### config.mk
export PLATFORM = sky130hd
export DESIGN_NAME = cal_step_sequencer
export DESIGN_NICKNAME = d
export VERILOG_FILES = /design/src/rtl/cal_step_sequencer.sv
export SDC_FILE = /design/constraint.sdc
export NUM_CORES = 1
export LEC_CHECK = 0
export CAP_MARGIN = 20
export CORE_MARGIN = 2
export CORE_UTILIZATION = 59
export DETAILED_ROUTE_END_ITERATION = 6
export PLACE_DENSITY = 0.91
export SLEW_MARGIN = 30
export SYNTH_ARGS = -nofsm -noshare
export SYNTH_HDL_FRONTEND = slang
export SYNTH_SLANG_ARGS = --single-unit
### constraint.sdc
create_clock -name clk -period 4.2 [get_ports clk]
set_input_delay 0.84 -clock clk [delete_from_list [all_inputs] [get_ports clk]]
set_output_delay 0.84 -clock clk [all_outputs]
set_load 0.05 [all_outputs]
### src/rtl/cal_step_sequencer.sv
module cal_step_sequencer #(
  parameter int W        = 24,
  parameter int NCH      = 8,
  parameter int STEP_LEN = 1028,
  parameter int OFS_LEN  = 1028,
  parameter logic [W-1:0] GAIN_RST = 24'h199998,
  localparam int CHW = $clog2(NCH),
  localparam int MAXL = (STEP_LEN > OFS_LEN) ? STEP_LEN : OFS_LEN,
  localparam int CW = $clog2(MAXL + 1)
) (
  input  logic           clk,
  input  logic           rst_n,
  input  logic           frame,
  input  logic [2:0]     cmd_in,
  input  logic [3:0]     data_sel,
  input  logic [W-1:0]   res_hi,
  input  logic [W-1:0]   res_lo,
  input  logic [CHW-1:0] rd_chan,
  input  logic [1:0]     rd_sel,
  output logic [W-1:0]   rd_data,
  output logic [2:0]     mdl_mode,
  output logic [CHW-1:0] chan_sel,
  output logic           busy,
  output logic           done,
  output logic [3:0]     wr_mask
);

  logic [2:0]     cmd_q;
  logic [3:0]     ds_q;
  logic           frame_d;
  logic           released;
  logic [2:0]     stage;
  logic [CW-1:0]  cnt;
  logic [W-1:0]   rf [4][NCH];

  wire fr = frame & ~frame_d;
  wire [CW-1:0] last = (mdl_mode == 3'd3) ? CW'(OFS_LEN - 1) : CW'(STEP_LEN - 1);
  wire accept = (ds_q == 4'd0) &&
                ((cmd_q == 3'd1) ||
                 (cmd_q == 3'd2 && stage == 3'd1) ||
                 (cmd_q == 3'd3 && stage == 3'd2) ||
                 (cmd_q == 3'd4 && stage == 3'd3));

  assign rd_data = rf[rd_sel][rd_chan];

  always_ff @(negedge clk or negedge rst_n)
    if (!rst_n) begin
      cmd_q <= '0;
      ds_q  <= '0;
    end else begin
      cmd_q <= cmd_in;
      ds_q  <= data_sel;
    end

  always_ff @(posedge clk or negedge rst_n)
    if (!rst_n) frame_d <= 1'b0;
    else        frame_d <= frame;

  always_ff @(posedge clk or negedge rst_n) begin
    if (!rst_n) begin
      released <= 1'b0;
      busy     <= 1'b0;
      done     <= 1'b0;
      mdl_mode <= '0;
      stage    <= '0;
      cnt      <= '0;
      chan_sel <= '0;
      wr_mask  <= '0;
      for (int i = 0; i < NCH; i++) begin
        rf[0][i] <= '0;
        rf[1][i] <= '0;
        rf[2][i] <= '0;
        rf[3][i] <= GAIN_RST;
      end
    end else begin
      wr_mask <= '0;
      if (fr) begin
        done <= 1'b0;
        if (!released) begin
          released <= 1'b1;
        end else if (busy) begin
          if (cnt == last) begin
            cnt <= '0;
            case (mdl_mode)
              3'd1: stage <= 3'd1;
              3'd2: begin
                stage   <= 3'd2;
                wr_mask <= 4'b0001;
                for (int i = 0; i < NCH; i++) rf[0][i] <= res_lo;
              end
              3'd3: begin
                stage   <= 3'd3;
                wr_mask <= 4'b0110;
                for (int i = 0; i < NCH; i++) begin
                  rf[1][i] <= res_hi;
                  rf[2][i] <= res_lo;
                end
              end
              default: begin
                wr_mask <= 4'b1000;
                rf[3][chan_sel] <= res_lo;
              end
            endcase
            if (mdl_mode != 3'd4 || chan_sel == CHW'(NCH - 1)) begin
              busy     <= 1'b0;
              done     <= 1'b1;
              mdl_mode <= '0;
              chan_sel <= '0;
              if (mdl_mode == 3'd4) stage <= 3'd4;
            end else begin
              chan_sel <= chan_sel + 1'b1;
            end
          end else begin
            cnt <= cnt + 1'b1;
          end
        end else if (accept) begin
          busy     <= 1'b1;
          mdl_mode <= cmd_q;
          cnt      <= '0;
          chan_sel <= '0;
        end
      end
    end
  end

endmodule


; ---- After elaboration in Yosys (flattened, before gate mapping)
; Cells that the tools add are included.
[totals]
regBits = 299
inputBits = 63
output_inout_bits = 36
elab_cells = 106
[op_classes]
add_sub_neg = 2
order_cmp = 4
eq_ne = 16
muxes = 36
bitwise = 6
reduce_logical = 20
[op_table]
columns = operator, count
row1 = $bmux 192 s2, 1
row2 = $mux 192, 2
row3 = $bwmux 192, 1
row4 = $bmux 24 s3, 1
row5 = $demux 24 s3, 1
row6 = $mux 24, 3
row7 = $mux 11, 3
row8 = $mux 3, 10
row9 = $reduce_and 5->1, 4
row10 = $eq 3x2->1 const B, 6
row11 = $mux 4, 4
row12 = $pmux 4 s3, 1
row13 = $add 11x1->11 const B, 1
row14 = $eq 11x11->1 const B, 1
row15 = $eq 3x1->1 const B, 3
row16 = $eq 3x3->1 const B, 3
row17 = $pmux 3 s3, 1
row18 = $ge 4x4->1 const B, 2
row19 = $mux 1, 8
row20 = $not 3->4, 2
row21 = $reduce_and 4->1, 2
row22 = $logic_and 1x1->1, 5
row23 = $logic_not 4->1, 1
row24 = $logic_or 1x1->1, 4
row25 = other kinds (12), 14

; ---- Longest topological paths before layout
; Gate-level depths: netlist (run 1).
[logic_depth]
word_depth = 8
ltp_mapped = 9
depth_no_buf = 5

==> metrics.cfg, run 1 <==
[cells_and_area]
multi_input_area_um2 = 5970
regArea_um2 = 7560
synthToLayoutAreaGrowth_pct = 16.9
fin_util_pct = 69.8
fin_cells = 1292
diodes = 0
drive_gt1_share_pct = 57.7
fillerInstances = 1448
nets = 1015

[yosys]
synth-adder-area-share_pct = 0.270
synth_top_family_by_area = multiplexers
async_flop_share_pct = 100
synth_seq_cells = 298
syn_nets = 934
synth_compound_area_share_pct = 2.25
synth_simple_gate_area_share_pct = 3.01
synth-edff-count = 0
yosys.area.top_type = dfrtp_1
ys_warn_count = 0
yosysSeqAreaShare_pct = 54.4
synth_xor_xnor_area_share_pct = 0
synth_cells = 868
synth_common_cells = mux2_2, dfrtp_1, dfstp_2
syn-cell-area_um2 = 13900
synth.most_common_cell = mux2_2
yosysTopAreaCellShare_pct = 38.0
syn_area_per_cell_um2 = 16.0
synth_mux_area_share_pct = 37.0
synth_cell_types = 56
synthFlopType = dfrtp_1
netlist_top_cells_area = dfrtp_1, mux2_2, dfstp_2, mux4_2, mux2_4

[floorplanning]
rows = 56
io_pins = 99
coreArea_um2 = 23300
initial_core_util_pct = 59.7
die-area_um2 = 24800
die_h_um = 157
die_w_um = 157

[global_route]
grt_start_max_net_pins = 186
grt_usage_pct = 25.6
grt_pass1_vias = 8590
grt_first_pass_wirelength_um = 48400
overflow = 0
antenna_found_initial = 2

[cts]
cts.htree.levels = 1
cts_setup_buffers = 0
cts.sinks = 298
cts_buffers = 30
postCtsHoldBufs = 0
cts_tree = done
clock_path_buffers = 3
root_buffer = clkbuf_16
clock_latency_ns = 0.56
clkSlewWorstSetupHoldPaths_ns = 0.06
post_cts_resize_count = 0

[routing]
vias_per_cell = 6.15
ant_nets = 0
routed_wl_um = 30600
route.met2.wl_um = 15700
wl_per_cell_um = 23.7
drt_first_pass_iters = 5
drcViolationCount = 0
wl_met3_um = 1690
drt_iter0_drc = 542
met1_length_um = 12600
top_layer = met5
vias = 7944

[sta]
relSlewSlack_pct = 44.4
layout_min_cycle_time_ns = 3.71
hold_viol_final = 0
maxSlewViolCount = 0
tightest_slew_ns = 0.830
min_period_over_period_pct = 88.4
max_freq_mhz = 270
tns_ns = 0
finClkSkew_ns = 0.0130
whs_ns = 0.166
finalSetupViolations = 0
rsz0062_at_grt = no

[placement]
port_buffers = 98
dp_cells = 1235
dp_hpwl_um = 18000
gp_congestion = 0.820

[critical_path]
slowest_delay_ns = 0.33
cp_num_cells = 5
critical_path.cell_chain = nor4_1 > o2111ai_1 > o21ai_1 > buf_4 > a31oi_1
crit_start = ds_q[1]
cp-end-kind = flip-flop
criticalPathCategory = flip-flop to flip-flop
crit_arrival_ns = 4.14
crit_path_start_kind = flip-flop
crit_family = compound AO/OA/AOI/OAI gates
cp.buffers_inverters = 1
r2r-end = cnt[2]
critPathCapture = cnt[2]
reg2reg_depth = 5
ff2ff_setup_slack_ns = 0.49
crit_required_ns = 4.63
cp_slowest_cell = dfrtn_1
rr_startpoint = ds_q[1]
path_max_fanout = 14

[run_status]
status = finished clean

[power_and_ir_drop]
power.density_nw_per_um2 = 372
total_power_uw = 6050
p_leak_uw = 0.00767
peakVddDrop_uv = 272

[min_path]
hp-class = primary input to async pin

[job]
drv_cap = 0

[final cells by class]
class	count	area share (%)
flip-flops and latches	298	46.5
clock inverters	12	0.940
well taps	319	2.46
multi-input cells	478	36.7
inverters	16	0.370
clock buffers	44	5.50
repair buffers	125	7.48
[report_power, final]
part | total [uW] | switching (uW) | internal, uW
Combinational | 324 | 192 | 132
Sequential | 2940 | 39.1 | 2900
Clock | 2780 | 1120 | 1660
Total | 6050 | 1350 | 4690
[per-layer routing]
layer | up-vias | GRT usage [%]
met1 | 4241 | 34.0
met5 | - | 0
li1 | 3398 | -
met3 | 59 | 4.93
met2 | 242 | 43.3
met4 | 4 | 7.32
[cell families after synthesis]
kind of cell,count (synthesis)
AOI/OAI and AO/OA,48
adders and majority gates,3
buffers and inverters,92
DFF,298
muxes,365
and+or+nand+nor,62
[placed cells by master, fill, tap and decap left out, types with 7 or more instances in the layout]
master | Yosys | layout
inv_1 | 16 | 16
clkbuf_8 | 0 | 9
clkdlybuf4s50_1 | 0 | 70
mux2_2 | 228 | 228
buf_4 | 1 | 44
nor2_1 | 7 | 7
a31oi_1 | 10 | 10
dfstp_2 | 80 | 80
o21ai_0 | 12 | 12
clkbuf_16 | 0 | 30
mux4_2 | 72 | 72
dfrtp_1 | 211 | 211
nand2_1 | 15 | 15
mux2_4 | 60 | 60
dfrtn_1 | 7 | 7
[sequential cells by signal, indices dropped and copies added, names as in the netlist]
register and count:
busy 1, chan_sel 3, cmd_q 3, cnt 11, done 1, ds_q 4, frame_d 1, mdl_mode 3
released 1, rf 264, stage 3, wr_mask 3
[worst min path at each step]
stage | startpoint | endpoint | slack (ns)
after CTS | rst_n | rf[384] | 0.16
after global routing | rst_n | stage[1] | 0.16
final | rst_n | rf[577] | 0.17
after global placement | done | done | 0.47
after floorplan | released | released | 0.46
after detailed placement | done | done | 0.48
[stage by stage]
| stage | area, um2 | setup slack (ns) |
|---|---|---|
| after detailed placement | 15200 | 0.511 |
| final | 16200 | 0.487 |
| after global placement | 15200 | 0.546 |
| after CTS | 16200 | 0.465 |
| after floorplan | 13900 | 0.534 |
| after global routing | 16200 | 0.365 |
No activity file was read; power rests on OpenSTA's default activity.
==> inputs of run 2 (changes only) <==
==> constraint.sdc (replaced) <==
create_clock -name clk -period 3.5 [get_ports clk]
set_input_delay 0.7 -clock clk [delete_from_list [all_inputs] [get_ports clk]]
set_output_delay 0.7 -clock clk [all_outputs]
set_load 0.05 [all_outputs]
==> run 2 against run 1 <==
Critical path depth unchanged; largest cell class unchanged; clock skew about the same; combinational power up 22%; global-route usage fell by 0.58 points; total power rose by 20%; clock power increased by 21%; wire length is 2.6% lower; core utilization grew 0.31 points; die area is the same; first-iteration DRC count rose by 5.7%.
==> metrics.cfg, run 2 (synthesis results as in run 1) <==
[run_status]
status = finished clean

[floorplanning]
io_pins = 99
die_h_um = 157
die-area_um2 = 24800
coreArea_um2 = 23300
initial_core_util_pct = 59.7
die_w_um = 157
rows = 56

[critical_path]
criticalPathCategory = flip-flop to flip-flop
r2r-end = cnt[8]
ff2ff_setup_slack_ns = 0.18
crit_required_ns = 3.93
rr_startpoint = ds_q[1]
path_max_fanout = 14
crit_path_start_kind = flip-flop
cp-end-kind = flip-flop
reg2reg_depth = 5
crit_arrival_ns = 3.74

[cells_and_area]
reg_top3 = rf: 264 flops, cnt: 11 flops, ds_q: 4 flops
multi_input_area_um2 = 5970
nets = 1018
regArea_um2 = 7560
largest_register_ffs = 264
final_cell_mix = mux2_2, dfrtp_1, dfstp_2
diodes = 0
synthToLayoutAreaGrowth_pct = 17.4
final_common_cell = mux2_2
drive_gt1_share_pct = 57.5
fillerInstances = 1465
regMostFlops = rf

[sta]
rsz0062_at_grt = no
hold_viol_final = 0
relSlewSlack_pct = 43.9
finClkSkew_ns = 0.0127
tightest_slew_ns = 0.837
tns_ns = 0
maxSlewViolCount = 0
finalSetupViolations = 0

[cts]
clock_path_buffers = 3
postCtsHoldBufs = 1
clkSlewWorstSetupHoldPaths_ns = 0.06
cts_buffers = 30
root_buffer = clkbuf_16
cts_tree = done
cts_setup_buffers = 0
cts.htree.levels = 1
post_cts_resize_count = 0
clock_latency_ns = 0.55
cts.sinks = 298

[routing]
drcViolationCount = 0
wl_per_cell_um = 23.0
drt_iter0_drc = 573
ant_nets = 0
vias = 7912
vias_per_cell = 6.11
drt_first_pass_iters = 7
routed_wl_um = 29800

[placement]
gp_congestion = 0.847
dp_hpwl_um = 17600
port_buffers = 98

[power_and_ir_drop]
total_power_uw = 7280
p_leak_uw = 0.00770
peakVddDrop_uv = 352
power.density_nw_per_um2 = 446

[min_path]
holdPathStages = 1
hp-class = flip-flop to flip-flop
min_from = rf[389]
holdPathEnd = rf[389]

[global_route]
overflow = 0
grt_start_max_net_pins = 181
grt_pass1_vias = 8409
antenna_found_initial = 3
grt_first_pass_wirelength_um = 47600
grt_usage_pct = 25.0

[job]
drv_cap = 0

==> run 2: cell count changes in the layout (fill, tap and decap cells not counted), moves of 2 or more <==
cell       before  now
clkbuf_8        9    4
buf_12          6   10
clkbuf_16      30   33
clkbuf_1        5    7
==> run 2: layer usage <==
metal	global-route usage [%]	up-vias	share of wire (%)
met5	0	-	0.14
met4	8.23	6	2.2
met3	3.99	56	4.9
met2	40.5	205	49
met1	35.0	4245	43
li1	-	3400	-
==> run 2: cell type report <==
class                      count  share of cell area [%]
clock buffer                  44                    5.56
inverter                      16                   0.368
clock inverter                12                   0.859
multi-input combinational    478                    36.6
tap                          319                    2.45
timing repair buffer         128                    7.88
sequential                   298                    46.3
==> run 2: report_power, final <==
group	internal (uW)	leakage, uW	switching, uW
registers	3480	0.00378	47.7
clock network	2020	0.000522	1340
logic	163	0.00339	230
==> run 2: stage by stage <==
stage / hold slack, ns / util (%) / instances / setup WS (ns) / cell area (um2)
finish: 0.502 / 70.1 / 1295 / 0.183 / 16300
CTS: 0.501 / 70.0 / 1294 / 0.226 / 16300
floorplan: 0.404 / - / 868 / 0.114 / 13900
detailed placement: 0.475 / 65.5 / 1237 / 0.236 / 15200
global placement: 0.474 / 65.5 / 1237 / 0.266 / 15200
global route: 0.514 / 70.1 / 1295 / 0.0228 / 16300
==> run 2: worst max-delay path, cell delays in order, from the launching register on <==
cell,delay (ns)
dfrtn_1,0.33
nor4_1,0.30
o2111ai_1,0.20
o21ai_1,0.26
buf_4,0.24
a31oi_1,0.11
==> run 2: how the worst max path moves through the flow <==
stage	start	to	slack [ns]	cells past startpoint
floorplan	rd_chan[0]	rd_data[10]	0.11	5
global placement	rd_chan[0]	rd_data[21]	0.27	6
detailed placement	ds_q[0]	cnt[8]	0.24	5
CTS	ds_q[1]	cnt[8]	0.23	5
global route	ds_q[1]	cnt[8]	0.02	5
finish	ds_q[1]	cnt[8]	0.18	5
==> inputs of run 3 (changes only) <==
--- a/config.mk
+++ b/config.mk
@@ -5,7 +5,9 @@
 export SDC_FILE = /design/constraint.sdc
 export NUM_CORES = 1
 export LEC_CHECK = 0
+export ABC_AREA = 1
 export CAP_MARGIN = 20
+export CORE_ASPECT_RATIO = 0.75
 export CORE_MARGIN = 2
 export CORE_UTILIZATION = 59
 export DETAILED_ROUTE_END_ITERATION = 6
==> run 3 against run 2 <==
Wire length grew 33%; synthesized cell count grew 100%; largest cell class unchanged; critical endpoint is now cnt[3]; clock skew grew 0.0033 ns; total power shrank 1.2%; sequential cell count is the same; worst setup slack gained 0.037 ns; worst hold slack lost 0.029 ns.
==> metrics.cfg, run 3 <==
[run_status]
status = finished clean

[yosys]
async_flop_share_pct = 100
ys_warn_count = 0
syn_area_per_cell_um2 = 8.10
synth-edff-count = 0
yosys.area.top_type = dfrtp_1
synth_cell_types = 30
yosysTopAreaCellShare_pct = 37.5
synth_common_cells = nand2_1, dfrtp_1, nand3_1
syn-cell-area_um2 = 14100
synth_seq_cells = 298
synthFlopType = dfrtp_1
syn_nets = 1806
yosysSeqAreaShare_pct = 53.6
synth_cells = 1740
netlist_top_cells_area = dfrtp_1, nand2_1, dfstp_2, nand3_1, o21ai_1
synth.most_common_cell = nand2_1

[sta]
tightest_slew_ns = 0.748
hold_viol_final = 0
rsz0062_at_grt = no
maxSlewViolCount = 0
tns_ns = 0
relSlewSlack_pct = 50.1
finalSetupViolations = 0
finClkSkew_ns = 0.0160

[routing]
drt_first_pass_iters = 6
wl_met3_um = 4560
met1_length_um = 14900
drcViolationCount = 0
ant_nets = 0
route.met2.wl_um = 18900
top_layer = met4
wl_per_cell_um = 18.9
vias_per_cell = 6.27
vias = 13200
drt_iter0_drc = 1852
routed_wl_um = 39800

[cts]
cts.htree.levels = 1
cts_setup_buffers = 0
cts_tree = done
root_buffer = clkbuf_16
clkSlewWorstSetupHoldPaths_ns = 0.07
clock_path_buffers = 3
cts_buffers = 27
cts.sinks = 298
clock_latency_ns = 0.55

[power_and_ir_drop]
sw_frac_of_total_pct = 24.9
power.density_nw_per_um2 = 439
p_int_uw = 5410
switchingPower_uw = 1790
p_seq_share_pct = 48.9
p_leak_uw = 0.00744
pwr-share-comb_pct = 9.9
peakVddDrop_uv = 446
p_clk_share_pct = 41.2

[cells_and_area]
reg_top3 = rf: 264 flops, cnt: 11 flops, ds_q: 4 flops
synthToLayoutAreaGrowth_pct = 16.2
regMostFlops = rf
largest_register_ffs = 264
drive_gt1_share_pct = 11.7
final_common_cell = nand2_1
fin_area_um2 = 16400
nets = 1845
fillerInstances = 1558
final_cell_mix = nand2_1, dfrtp_1, nand3_1
fin_cells = 2101

[global_route]
overflow = 0
grt_start_max_net_pins = 188
antenna_found_initial = 1
grt_first_pass_wirelength_um = 63700
grt_pass1_vias = 12600
grt_usage_pct = 31.7

[critical_path]
crit_family = simple AND/OR/NAND/NOR gates
cp-end-kind = flip-flop
criticalPathCategory = flip-flop to flip-flop
cp_slowest_cell = dfrtn_1
slowest_delay_ns = 0.33
crit_path_start_kind = flip-flop
cp_common_cell = nand2_1
critical_path.cell_chain = nor2_1 > nand2_1 > nor2_1 > nand4_1 > nand2_1 > buf_4 > nand2_1 > o21ai_0
path_max_fanout = 9
crit_arrival_ns = 3.75
cp.buffers_inverters = 1
crit_required_ns = 3.97

[placement]
dp_cells = 2048
dp_hpwl_um = 23800
port_buffers = 98
post_dp_cell_area_um2 = 15500
gp_congestion = 0.906

[floorplanning]
die_w_um = 182
initial_core_util_pct = 60.6
die-area_um2 = 25200
rows = 48
io_pins = 99
coreArea_um2 = 23200
die_h_um = 138

[job]
drv_cap = 0

[min_path]
hp-class = flip-flop to flip-flop

run 3: what timing repair did:
action / 4_1_cts / 5_1_grt
hold buffers: 1 / 0
endpoints found under the hold margin: 8 / 0
resized for setup: 0 / 0
run 3: kinds of logic (layout without fill, tap and decap cells):
logic type | after synthesis | after routing | share of synthesized area [%]
flip-flops | 298 | 298 | 53.6
AND/OR/NAND/NOR | 975 | 975 | 29.6
other | 0 | 1 | 0
buffers and inverters | 207 | 267 | 6.40
AO/OA/AOI/OAI | 254 | 254 | 9.91
XOR/XNOR | 3 | 3 | 0.186
adder cells (fa/ha/maj) | 3 | 3 | 0.266
run 3: final timing paths:
check	cells past startpoint	to	slack, ns	from
worst min-delay path	2	rf[592]	0.47	rf[592]
worst min register to register	2	rf[592]	0.47	rf[592]
min in group asynchronous	2	rf[396]	0.68	rst_n
max in group asynchronous	2	ds_q[0]	0.97	rst_n
worst max register to register	8	cnt[3]	0.22	ds_q[3]
worst max-delay path	8	cnt[3]	0.22	ds_q[3]
run 3: power groups by stage:
stage	clock network, uW	registers, uW	logic [uW]
3_5_place_dp	0	3570	692
5_1_grt	3110	3520	763
6_report	2960	3520	713
4_1_cts	2970	3510	700
2_1_floorplan	0	3560	343
3_3_place_gp	0	3570	679
run 3: layer usage:
| metal | global-route usage [%] | vias to the layer above |
|---|---|---|
| met4 | 12.4 | 0 |
| met5 | 0 | - |
| met1 | 42.7 | 6257 |
| met2 | 51.8 | 928 |
| met3 | 5.83 | 152 |
| li1 | - | 5830 |
run 3: layout make-up:
cell class / count / area [um2] / area share, %
well taps: 300 / 375 / 2.29
repair buffers: 137 / 1620 / 9.87
multi-input cells: 1235 / 5640 / 34.4
clock inverters: 8 / 73.8 / 0.451
inverters: 80 / 300 / 1.83
flip-flops and latches: 298 / 7560 / 46.1
clock buffers: 42 / 812 / 4.96
diodes: 1 / 2.50 / 0.0153
run 3: per-stage QoR:
stage                     util [%]  hold slack (ns)  setup slack [ns]  total power, uW
after floorplan                  -            0.404             0.317             3900
after global placement        66.5            0.453             0.375             4250
after detailed placement      66.5            0.458             0.278             4270
after CTS                     70.3            0.474             0.281             7190
after global routing          70.5            0.492             0.148             7390
final                         70.5            0.473             0.220             7190
run 3: worst min-delay path, cell delays in order (launching register included):
cell and delay, ns:
dfrtp_1 0.34, nand2_1 0.05, nand2_1 0.05
